### src/rtl/fcmp_pkg.sv
package fcmp_pkg;

    parameter int DEF_EXP_W  = 8;
    parameter int DEF_FRAC_W = 23;

    typedef enum logic [1:0] {
        ORD_LT = 2'd0,
        ORD_EQ = 2'd1,
        ORD_GT = 2'd2,
        ORD_UN = 2'd3
    } order_e;

    typedef struct packed {
        logic n;
        logic z;
        logic c;
        logic v;
    } nzcv_t;

    function automatic nzcv_t order_to_nzcv(input order_e ord);
        nzcv_t f;
        f = '0;
        unique case (ord)
            ORD_LT: f.n = 1'b1;
            ORD_EQ: begin f.z = 1'b1; f.c = 1'b1; end
            ORD_GT: f.c = 1'b1;
            ORD_UN: begin f.c = 1'b1; f.v = 1'b1; end
            default: f = '0;
        endcase
        return f;
    endfunction

endpackage

### src/rtl/fcmp_classify.sv
module fcmp_classify #(
    parameter int EXP_W  = fcmp_pkg::DEF_EXP_W,
    parameter int FRAC_W = fcmp_pkg::DEF_FRAC_W
) (
    input  logic [EXP_W+FRAC_W:0] word,
    output logic                  is_neg,
    output logic                  is_nan,
    output logic                  is_signal,
    output logic                  is_zero
);
    localparam int MSB = EXP_W + FRAC_W;

    logic [EXP_W-1:0]  exp_f;
    logic [FRAC_W-1:0] frac_f;

    always_comb begin
        exp_f     = word[MSB-1:FRAC_W];
        frac_f    = word[FRAC_W-1:0];
        is_neg    = word[MSB];
        is_nan    = (&exp_f) && (|frac_f);
        // a clear top fraction bit marks a signalling NaN
        is_signal = is_nan && !frac_f[FRAC_W-1];
        is_zero   = ~|word[MSB-1:0];
    end
endmodule

### src/rtl/fcmp_order.sv
module fcmp_order
    import fcmp_pkg::*;
#(
    parameter int EXP_W  = DEF_EXP_W,
    parameter int FRAC_W = DEF_FRAC_W
) (
    input  logic [EXP_W+FRAC_W:0] d_word,
    input  logic [EXP_W+FRAC_W:0] m_word,
    input  logic                  d_neg,
    input  logic                  m_neg,
    input  logic                  any_nan,
    input  logic                  both_zero,
    output order_e                ord
);
    logic raw_less;

    always_comb begin
        raw_less = d_word < m_word;
        if (any_nan) begin
            ord = ORD_UN;
        end else if (d_word == m_word || both_zero) begin
            ord = ORD_EQ;
        end else if (d_neg != m_neg) begin
            ord = d_neg ? ORD_LT : ORD_GT;
        end else if (d_neg ^ raw_less) begin
            // same sign: negative values order in reverse of their encoding
            ord = ORD_LT;
        end else begin
            ord = ORD_GT;
        end
    end
endmodule

### src/rtl/fcmp_flags.sv
module fcmp_flags
    import fcmp_pkg::*;
#(
    parameter int EXP_W   = DEF_EXP_W,
    parameter int FRAC_W  = DEF_FRAC_W,
    parameter bit REG_OUT = 1'b1
) (
    input  logic                  clk,
    input  logic                  rst_n,
    input  logic                  in_valid,
    input  logic [EXP_W+FRAC_W:0] op_d,
    input  logic [EXP_W+FRAC_W:0] op_m,
    input  logic                  zero_cmp,
    input  logic                  sig_quiet,
    output logic                  out_valid,
    output logic [3:0]            flags,
    output logic                  invalid
);
    localparam int WORD_W = 1 + EXP_W + FRAC_W;
    localparam int N_OPS  = 2;

    typedef struct packed {
        logic  vld;
        nzcv_t nzcv;
        logic  inv;
    } res_t;

    logic [WORD_W-1:0] opnd [N_OPS];
    logic [N_OPS-1:0]  neg_v, nan_v, sig_v, zero_v;
    order_e            ord;
    res_t              now_c, res_d, res_q;

    assign opnd[0] = op_d;
    assign opnd[1] = zero_cmp ? '0 : op_m;

    for (genvar gi = 0; gi < N_OPS; gi++) begin : g_cls
        fcmp_classify #(.EXP_W(EXP_W), .FRAC_W(FRAC_W)) u_cls (
            .word     (opnd[gi]),
            .is_neg   (neg_v[gi]),
            .is_nan   (nan_v[gi]),
            .is_signal(sig_v[gi]),
            .is_zero  (zero_v[gi])
        );
    end

    fcmp_order #(.EXP_W(EXP_W), .FRAC_W(FRAC_W)) u_ord (
        .d_word   (opnd[0]),
        .m_word   (opnd[1]),
        .d_neg    (neg_v[0]),
        .m_neg    (neg_v[1]),
        .any_nan  (|nan_v),
        .both_zero(&zero_v),
        .ord      (ord)
    );

    always_comb begin
        now_c.vld  = in_valid;
        now_c.nzcv = order_to_nzcv(ord);
        now_c.inv  = (|sig_v) || (sig_quiet && (|nan_v));
    end

    if (REG_OUT) begin : g_reg
        always_comb begin
            res_d     = res_q;
            res_d.vld = in_valid;
            if (in_valid) begin
                res_d.nzcv = now_c.nzcv;
                res_d.inv  = now_c.inv;
            end
        end

        always_ff @(posedge clk or negedge rst_n) begin
            if (!rst_n) begin
                res_q <= '0;
            end else begin
                res_q <= res_d;
            end
        end
    end else begin : g_comb
        always_comb begin
            res_d = now_c;
            res_q = res_d;
        end
    end

    assign out_valid = res_q.vld;
    assign flags     = res_q.nzcv;
    assign invalid   = res_q.inv;

endmodule

### config.mk
export PLATFORM = sky130hd
export DESIGN_NAME = fcmp_flags
export DESIGN_NICKNAME = d
export VERILOG_FILES = /design/src/rtl/fcmp_pkg.sv /design/src/rtl/fcmp_classify.sv /design/src/rtl/fcmp_order.sv /design/src/rtl/fcmp_flags.sv
export SDC_FILE = /design/constraint.sdc
export NUM_CORES = 1
export LEC_CHECK = 0
export ABC_CLOCK_PERIOD_IN_PS = 1800
export BUFFER_PORTS_ARGS = -buffer_cell sky130_fd_sc_hd__buf_4
export CORE_ASPECT_RATIO = 1.5
export CORE_MARGIN = 2
export CORE_UTILIZATION = 49
export CTS_BUF_LIST = sky130_fd_sc_hd__clkbuf_8
export CTS_CLUSTER_DIAMETER = 40
export DETAILED_ROUTE_END_ITERATION = 7
export PLACE_DENSITY_LB_ADDON = 0.1
export SYNTH_ARGS = -nofsm -noshare
export SYNTH_HDL_FRONTEND = slang
export SYNTH_SLANG_ARGS = --single-unit
### constraint.sdc
create_clock -name clk -period 1.8 [get_ports clk]
set_input_delay 0.54 -clock clk [delete_from_list [all_inputs] [get_ports clk]]
set_output_delay 0.54 -clock clk [all_outputs]
set_load 0.01 [all_outputs]
==> flow_metrics.tcl, run 1 <==
set metrics [dict create \
    hpwl_um 4160 \
    gr-total-overflow 1 \
    grt_pass1_wl_um 14700 \
    synthArstFlopShare_pct 100 \
    netlist_instances 170 \
    grt_max_degree 17 \
    clock_path_buffers 2 \
    routabilityCongestion 1.01 \
    initial_core_util_pct 51.9 \
    lastStage "global routing (5_1_grt)" \
    htree_levels 1 \
    die_h_um 66.8 \
    die-width_um 45.8 \
    grt_use_total_pct 68.5 \
    yosysWarnings 0 \
    syn_nets 271 \
    synth_edf_count 0 \
    root_buffer "clkbuf_8" \
    ys_types 35 \
    cts_buffers 3 \
    grt_pass1_vias 2636 \
    rows 22 \
    syn-cell-area_um2 1290 \
    synthFlopType "dfrtp_1" \
    syn_area_per_cell_um2 7.57 \
    error_line "[ERROR GRT-0116] Global routing finished with congestion. Check the congestion regions in the DRC Viewer." \
    ctsHoldBuffers 0 \
    clkSinkCount 6 \
    io_pins 75 \
    ys_seq_area_share_pct 11.7 \
    yosys_register_bits 6 \
    outcome "did not finish" \
    portBuffers 74 \
]
[stage by stage]
step / utilization (%) / setup WS, ns / cell area, um2 / cells
after detailed placement: 86.9 / -0.777 / 2150 / 292
after CTS: 98.0 / -0.396 / 2430 / 300
after global placement: 86.9 / -0.684 / 2150 / 292
after floorplan: - / -0.570 / 1430 / 170
[cell usage after synthesis, drive strengths merged (3+ instances only)]
library cell,number,share of area (%)
clkbuf,3,0.88
nand4,10,4.9
o21ai,5,1.9
nor4,13,6.8
a21o,4,2.3
nor2,5,1.5
inv,5,1.5
a21oi,14,5.4
nand2,38,11
nor3,4,1.6
a211oi,3,2.1
o41ai,3,2.0
ha,32,31
dfrtp,6,12
nand3,5,1.9
[layer usage]
layer,track usage (%),GRT overflow
met1,66.4,0
met2,88.0,1
met3,50.1,0
met4,68.2,0
met5,4.44,0
[timing repair]
item,CTS
pin swaps,16
gates resized for setup,30
buffers inserted,3
cloned,2
setup endpoints to repair,4
endpoints found under the hold margin,0
[kinds of logic after synthesis]
family                     share of synthesized area (%)
DFF                                                 11.7
adders and majority gates                           31.1
AOI/OAI and AO/OA                                   20.0
and+or+nand+nor                                     34.8
buffers and inverters                               2.33
==> inputs of run 2 (changes only) <==
Settings changed: CORE_AREA set to 2 2 63 65, CORE_ASPECT_RATIO 1.5 to not set, CORE_MARGIN 2 to not set, CORE_UTILIZATION 49 to not set, CTS_BUF_LIST sky130_fd_sc_hd__clkbuf_8 to not set, CTS_CLUSTER_DIAMETER 40 to not set, DIE_AREA set to 0 0 65 67, PLACE_DENSITY_LB_ADDON 0.1 to 0.15.
==> flow_metrics.tcl, run 2 <==
set metrics [dict create \
    r2r-start "flags[2]" \
    hp-class "in -> async" \
    p_sw_uw 322 \
    antenna_found_initial 0 \
    multi_input_area_um2 1500 \
    fin_crit_ns 2.28 \
    coreArea_um2 3610 \
    ff_latch_area_um2 150 \
    end_kind "flip-flop" \
    ff2ff_path_depth 1 \
    grt_max_degree 16 \
    critical_path_class "in -> reg" \
    synthTopCellsByCount "nand2_1, ha_1, a21oi_1, nor4_1, nand4_1" \
    max_freq_mhz 438 \
    intPower_uw 595 \
    cts_tree "done" \
    syn-cell-area_um2 1290 \
    pwr-share-clk_pct 22.7 \
    initial_core_util_pct 35.7 \
    gr-total-overflow 0 \
    start_kind "input port" \
    netlist_instances 170 \
    syn_area_per_cell_um2 7.57 \
    synth_most_common_cell "nand2_1" \
    path_max_fanout 8 \
    power_uw 917 \
    hold_viol 0 \
    rows 22 \
    cts.clk_slew.worst_paths_ns 0.04 \
    yosys_register_bits 6 \
    p_leak_nw 1.23 \
    layout_commonest_cell "buf_4" \
    area_growth_pct 110 \
    synth_edf_count 0 \
    syn_nets 271 \
    ys_top_cells_by_area "ha_1, dfrtp_1, nand2_1" \
    n_antenna_cell 0 \
    grt_pass1_vias 1902 \
    die-width_um 65 \
    routabilityCongestion 0.817 \
    wirelength_um 5150 \
    grt_pass1_wl_um 8050 \
    die_area_um2 4360 \
    required_ns 1.91 \
    portBuffers 74 \
    violations "negative setup slack" \
    fin_skew_ns 0 \
    maxCapViolations 0 \
    outcome "finished with violations" \
    synthFlopType "dfrtp_1" \
    dp.cells 316 \
    yosysWarnings 0 \
    final_antenna_net_count 0 \
    ctsHoldBuffers 0 \
    rsz0062_at_grt "true" \
    final_cell_mix "buf_4, nand2_1, ha_1" \
    grt_use_total_pct 23.7 \
    layoutNonFillerInstCount 328 \
    r2r_setup_slack_ns 1.11 \
    slew_viol_final 0 \
    vias 1776 \
    relSlewSlack_pct 75.3 \
    drc 0 \
    worst_pin_slew_ns 0.365 \
    ys_seq_area_share_pct 11.7 \
    synth_top_area_share_pct 31.1 \
    arrival_ns 2.39 \
    clkSinkCount 6 \
    drt_first_pass_iters 4 \
    finalCritPeriodShare_pct 127 \
    timing.rr.end "flags[2]" \
    fin_ws_ns -0.484 \
    ir_drop_mv 0.221 \
    synthArstFlopShare_pct 100 \
    clk_latency_ns 0.22 \
    finalSetupViolations 3 \
    clock_path_buffers 2 \
    route.detailed.wl_per_inst_um 15.7 \
    largest_reg_flops 4 \
    die_h_um 67 \
    combPwrFrac_pct 60.8 \
    synth_top_area_cell "ha_1" \
    power_density_nw_per_um2 340 \
    root_buffer "clkbuf_8" \
    drive_above_1_share_pct 60.0 \
    n_fill_cell 262 \
    first_iter_violations 36 \
    hpwl_um 3840 \
    switching_share_pct 35.1 \
    ys_types 35 \
    io_pins 75 \
    finalNetCount 383 \
    cts_buffers 3 \
    seqPwrFrac_pct 16.5 \
    htree_levels 1 \
    vias_per_cell 5.41 \
]
-- run 2: kinds of logic (layout without fill, tap and decap cells) --
| group | after synthesis | after routing | synth area share [%] |
|---|---|---|---|
| buffers and inverters | 8 | 118 | 2.33 |
| adders and majority gates | 32 | 32 | 31.1 |
| DFF | 6 | 6 | 11.7 |
| AOI/OAI and AO/OA | 38 | 38 | 20.0 |
| and+or+nand+nor | 86 | 86 | 34.8 |
-- run 2: worst max-delay path by stage --
stage	start	depth (start not counted)	end	slack, ns
final	zero_cmp	10	flags[1]	-0.48
after global routing	zero_cmp	10	flags[1]	-0.58
after CTS	zero_cmp	10	flags[1]	-0.39
after detailed placement	zero_cmp	10	flags[1]	-0.79
after global placement	zero_cmp	10	flags[1]	-0.70
after floorplan	zero_cmp	10	flags[1]	-0.57
-- run 2: final cells by class --
class | count | share of cell area, %
multi-input cells | 156 | 55.6
well taps | 48 | 2.23
repair inverters | 2 | 1.53
inverters | 5 | 1.67
flip-flops and latches | 6 | 5.57
clock buffers | 3 | 1.53
repair buffers | 108 | 31.9
-- run 2: power groups by stage --
| stage | clock [mW] | sequential (mW) | combinational, mW |
|---|---|---|---|
| 2_1_floorplan | 0 | 0.158 | 0.195 |
| 3_3_place_gp | 0 | 0.153 | 0.435 |
| 3_5_place_dp | 0 | 0.153 | 0.440 |
| 4_1_cts | 0.210 | 0.152 | 0.509 |
| 5_1_grt | 0.225 | 0.152 | 0.613 |
| 6_report | 0.208 | 0.152 | 0.557 |
-- run 2: metrics by stage --
stage	TNS, ns	util, %	worst slack [ns]	hold slack, ns	area, um2
global route	-1.38	74.8	-0.579	0.110	2700
detailed placement	-2.36	60.5	-0.789	0.351	2180
finish	-1.08	74.8	-0.484	0.113	2700
CTS	-0.881	70.2	-0.387	0.114	2530
global placement	-2.19	60.5	-0.701	0.350	2180
floorplan	-1.26	-	-0.570	0.244	1430
-- run 2: what timing repair did --
item / CTS / global route
gates cloned: 2 / 0
setup buffers: 4 / 5
endpoints found under the setup margin: 4 / 4
pin swaps: 19 / 23
endpoints found under the hold margin: 0 / 0
resized for setup: 42 / 26
-- run 2: layer usage --
metal  vias up  global-route usage (%)  wire length (um)
met5         -                       0                 0
met1       830                    27.0              2130
met4         0                    3.72                34
met2        57                    46.4              2720
li1        885                       -                 -
met3         4                    3.89               263
-- run 2: critical path, cell delays in order --
cell	delay (ns)
buf_16	0.14
clkinv_16	0.08
nand2_4	0.05
ha_4	0.27
nand4_1	0.19
nor3_2	0.29
a21boi_2	0.24
o41ai_2	0.11
and3b_1	0.20
o32a_1	0.28
Power figures use the tool's default switching activity.
==> inputs of run 3 (changes only) <==
--- a/config.mk
+++ b/config.mk
@@ -13,2 +13,3 @@
 export PLACE_DENSITY_LB_ADDON = 0.15
+export RECOVER_POWER = 100
 export SYNTH_ARGS = -nofsm -noshare
==> constraint.sdc (replaced) <==
create_clock -name clk -period 1.8 [get_ports clk]
set_input_delay 0.27 -clock clk [delete_from_list [all_inputs] [get_ports clk]]
set_output_delay 0.27 -clock clk [all_outputs]
set_load 0.01 [all_outputs]
==> flow_metrics.tcl, run 3 (same netlist as run 2, synthesis figures left out) <==
set metrics [dict create \
    max_freq_mhz 506 \
    hold_viol 0 \
    drc 0 \
    rsz0062_at_grt "true" \
    finalSetupViolations 2 \
    cts_tree "done" \
    power_uw 830 \
    worstPathCellList "buf_12 -> nand2b_4 -> ha_4 -> nand4_1 -> nor3_2 -> and3_4 -> o41ai_2 -> and3b_1 -> o32a_1" \
    end_kind "flip-flop" \
    cts.clk_slew.worst_paths_ns 0.04 \
    drive_above_1_share_pct 48.4 \
    grt.busiest_layer "met2" \
    gr-total-overflow 0 \
    die_h_um 67 \
    largest_reg_flops 4 \
    relSlewSlack_pct 75.0 \
    vias 1768 \
    n_fill_cell 326 \
    vias_per_cell 5.31 \
    fin_area_um2 2400 \
    layout_commonest_cell "buf_4" \
    wirelength_um 4510 \
    fin_skew_ns 0 \
    io_pins 75 \
    outcome "finished with violations" \
    clk_latency_ns 0.22 \
    p_leak_nw 1.14 \
    met1_usage_pct 27.0 \
    first_iter_violations 53 \
    ir_drop_mv 0.254 \
    hp-class "in -> reg" \
    worst_pin_slew_ns 0.371 \
    grt_use_total_pct 22.0 \
    met2_usage_pct 40.7 \
    violations "negative setup slack" \
    critPathMaxStageDelay_ns 0.34 \
    die-width_um 65 \
    arrival_ns 2.07 \
    routabilityCongestion 0.806 \
    gr-usage-met3_pct 4.05 \
    die_area_um2 4360 \
    area_growth_pct 87.0 \
    root_buffer "clkbuf_8" \
    maxCapViolations 0 \
    cts_buffers 3 \
    final_cell_mix "buf_4, nand2_1, ha_1" \
    setup_tns_ns -0.263 \
    fin_crit_ns 1.98 \
    fin_ws_ns -0.175 \
    coreArea_um2 3610 \
    initial_core_util_pct 35.7 \
    clock_path_buffers 2 \
    rows 22 \
    finalCritPeriodShare_pct 110 \
    place_area_um2 2230 \
    critical_path_class "in -> reg" \
    path_max_fanout 6 \
    worst_path_max_delay_cell "o32a_1" \
    slew_viol_final 0 \
    clkSinkCount 6 \
    finalNetCount 388 \
    finalCoreUtilization_pct 66.7 \
    antenna_found_initial 0 \
    final_antenna_net_count 0 \
    n_antenna_cell 0 \
    required_ns 1.90 \
    drt_first_pass_iters 4 \
    start_kind "input port" \
    hpwl_um 3800 \
    grt_max_degree 17 \
    grt_pass1_wl_um 7530 \
    route.detailed.wl_per_inst_um 13.5 \
    power_density_nw_per_um2 345 \
    portBuffers 74 \
    grt_pass1_vias 1740 \
    htree_levels 1 \
]
## run 3: power breakdown
| part | switching (mW) | internal [mW] | leakage (nW) |
|---|---|---|---|
| sequential | 0.00517 | 0.146 | 0.0739 |
| clock | 0.0516 | 0.143 | 0.0216 |
| combinational | 0.216 | 0.268 | 1.04 |
| total | 0.272 | 0.557 | 1.14 |
## run 3: area by class of cell
cell class | instances | area (um2) | area share, %
Timing Repair inverter | 2 | 20.0 | 0.832
Sequential cell | 6 | 150 | 6.24
Inverter | 5 | 35.0 | 1.46
Tap cell | 48 | 60.1 | 2.50
Multi-Input combinational cell | 156 | 1260 | 52.6
Timing Repair Buffer | 113 | 833 | 34.7
Clock buffer | 3 | 41.3 | 1.72
## run 3: through the flow
stage,hold slack [ns],setup WS (ns),instances
4_1_cts,0.214,-0.156,333
6_report,0.300,-0.175,333
3_3_place_gp,0.0788,-0.459,325
2_1_floorplan,-0.0256,-0.314,170
5_1_grt,0.322,-0.226,333
3_5_place_dp,0.0787,-0.484,325
## run 3: metal layers
metal  vias to the layer above  wire, um
li1                        892         -
met1                       809      1960
met2                        65      2260
met3                         2       271
met4                         0        21
met5                         -         0
## run 3: path summary, 6_finish.rpt
| check | cells past startpoint | end | start | slack [ns] |
|---|---|---|---|---|
| max | 9 | flags[1] | zero_cmp | -0.18 |
| min | 1 | out_valid | in_valid | 0.30 |
| max reg2reg | 1 | flags[2] | flags[2] | 1.11 |
| min reg2reg | 2 | flags[0] | flags[0] | 0.49 |
| max in group asynchronous | 2 | invalid | rst_n | 1.13 |
| min in group asynchronous | 2 | out_valid | rst_n | 0.44 |
## run 3: worst max-delay path: cells and delay by family
| family | cells | cell delay, ns |
|---|---|---|
| fa+ha+maj | 1 | 0.26 |
| buf+inv | 1 | 0.13 |
| compound gates | 2 | 0.42 |
| simple gates | 5 | 0.99 |
## run 3: what timing repair did
item	4_1_cts	5_1_grt
pin swaps	8	6
hold buffers	1	0
gates cloned	2	0
hold endpoints to repair	6	0
gates resized for setup	13	5
setup buffers	2	0
endpoints found under the setup margin	2	4
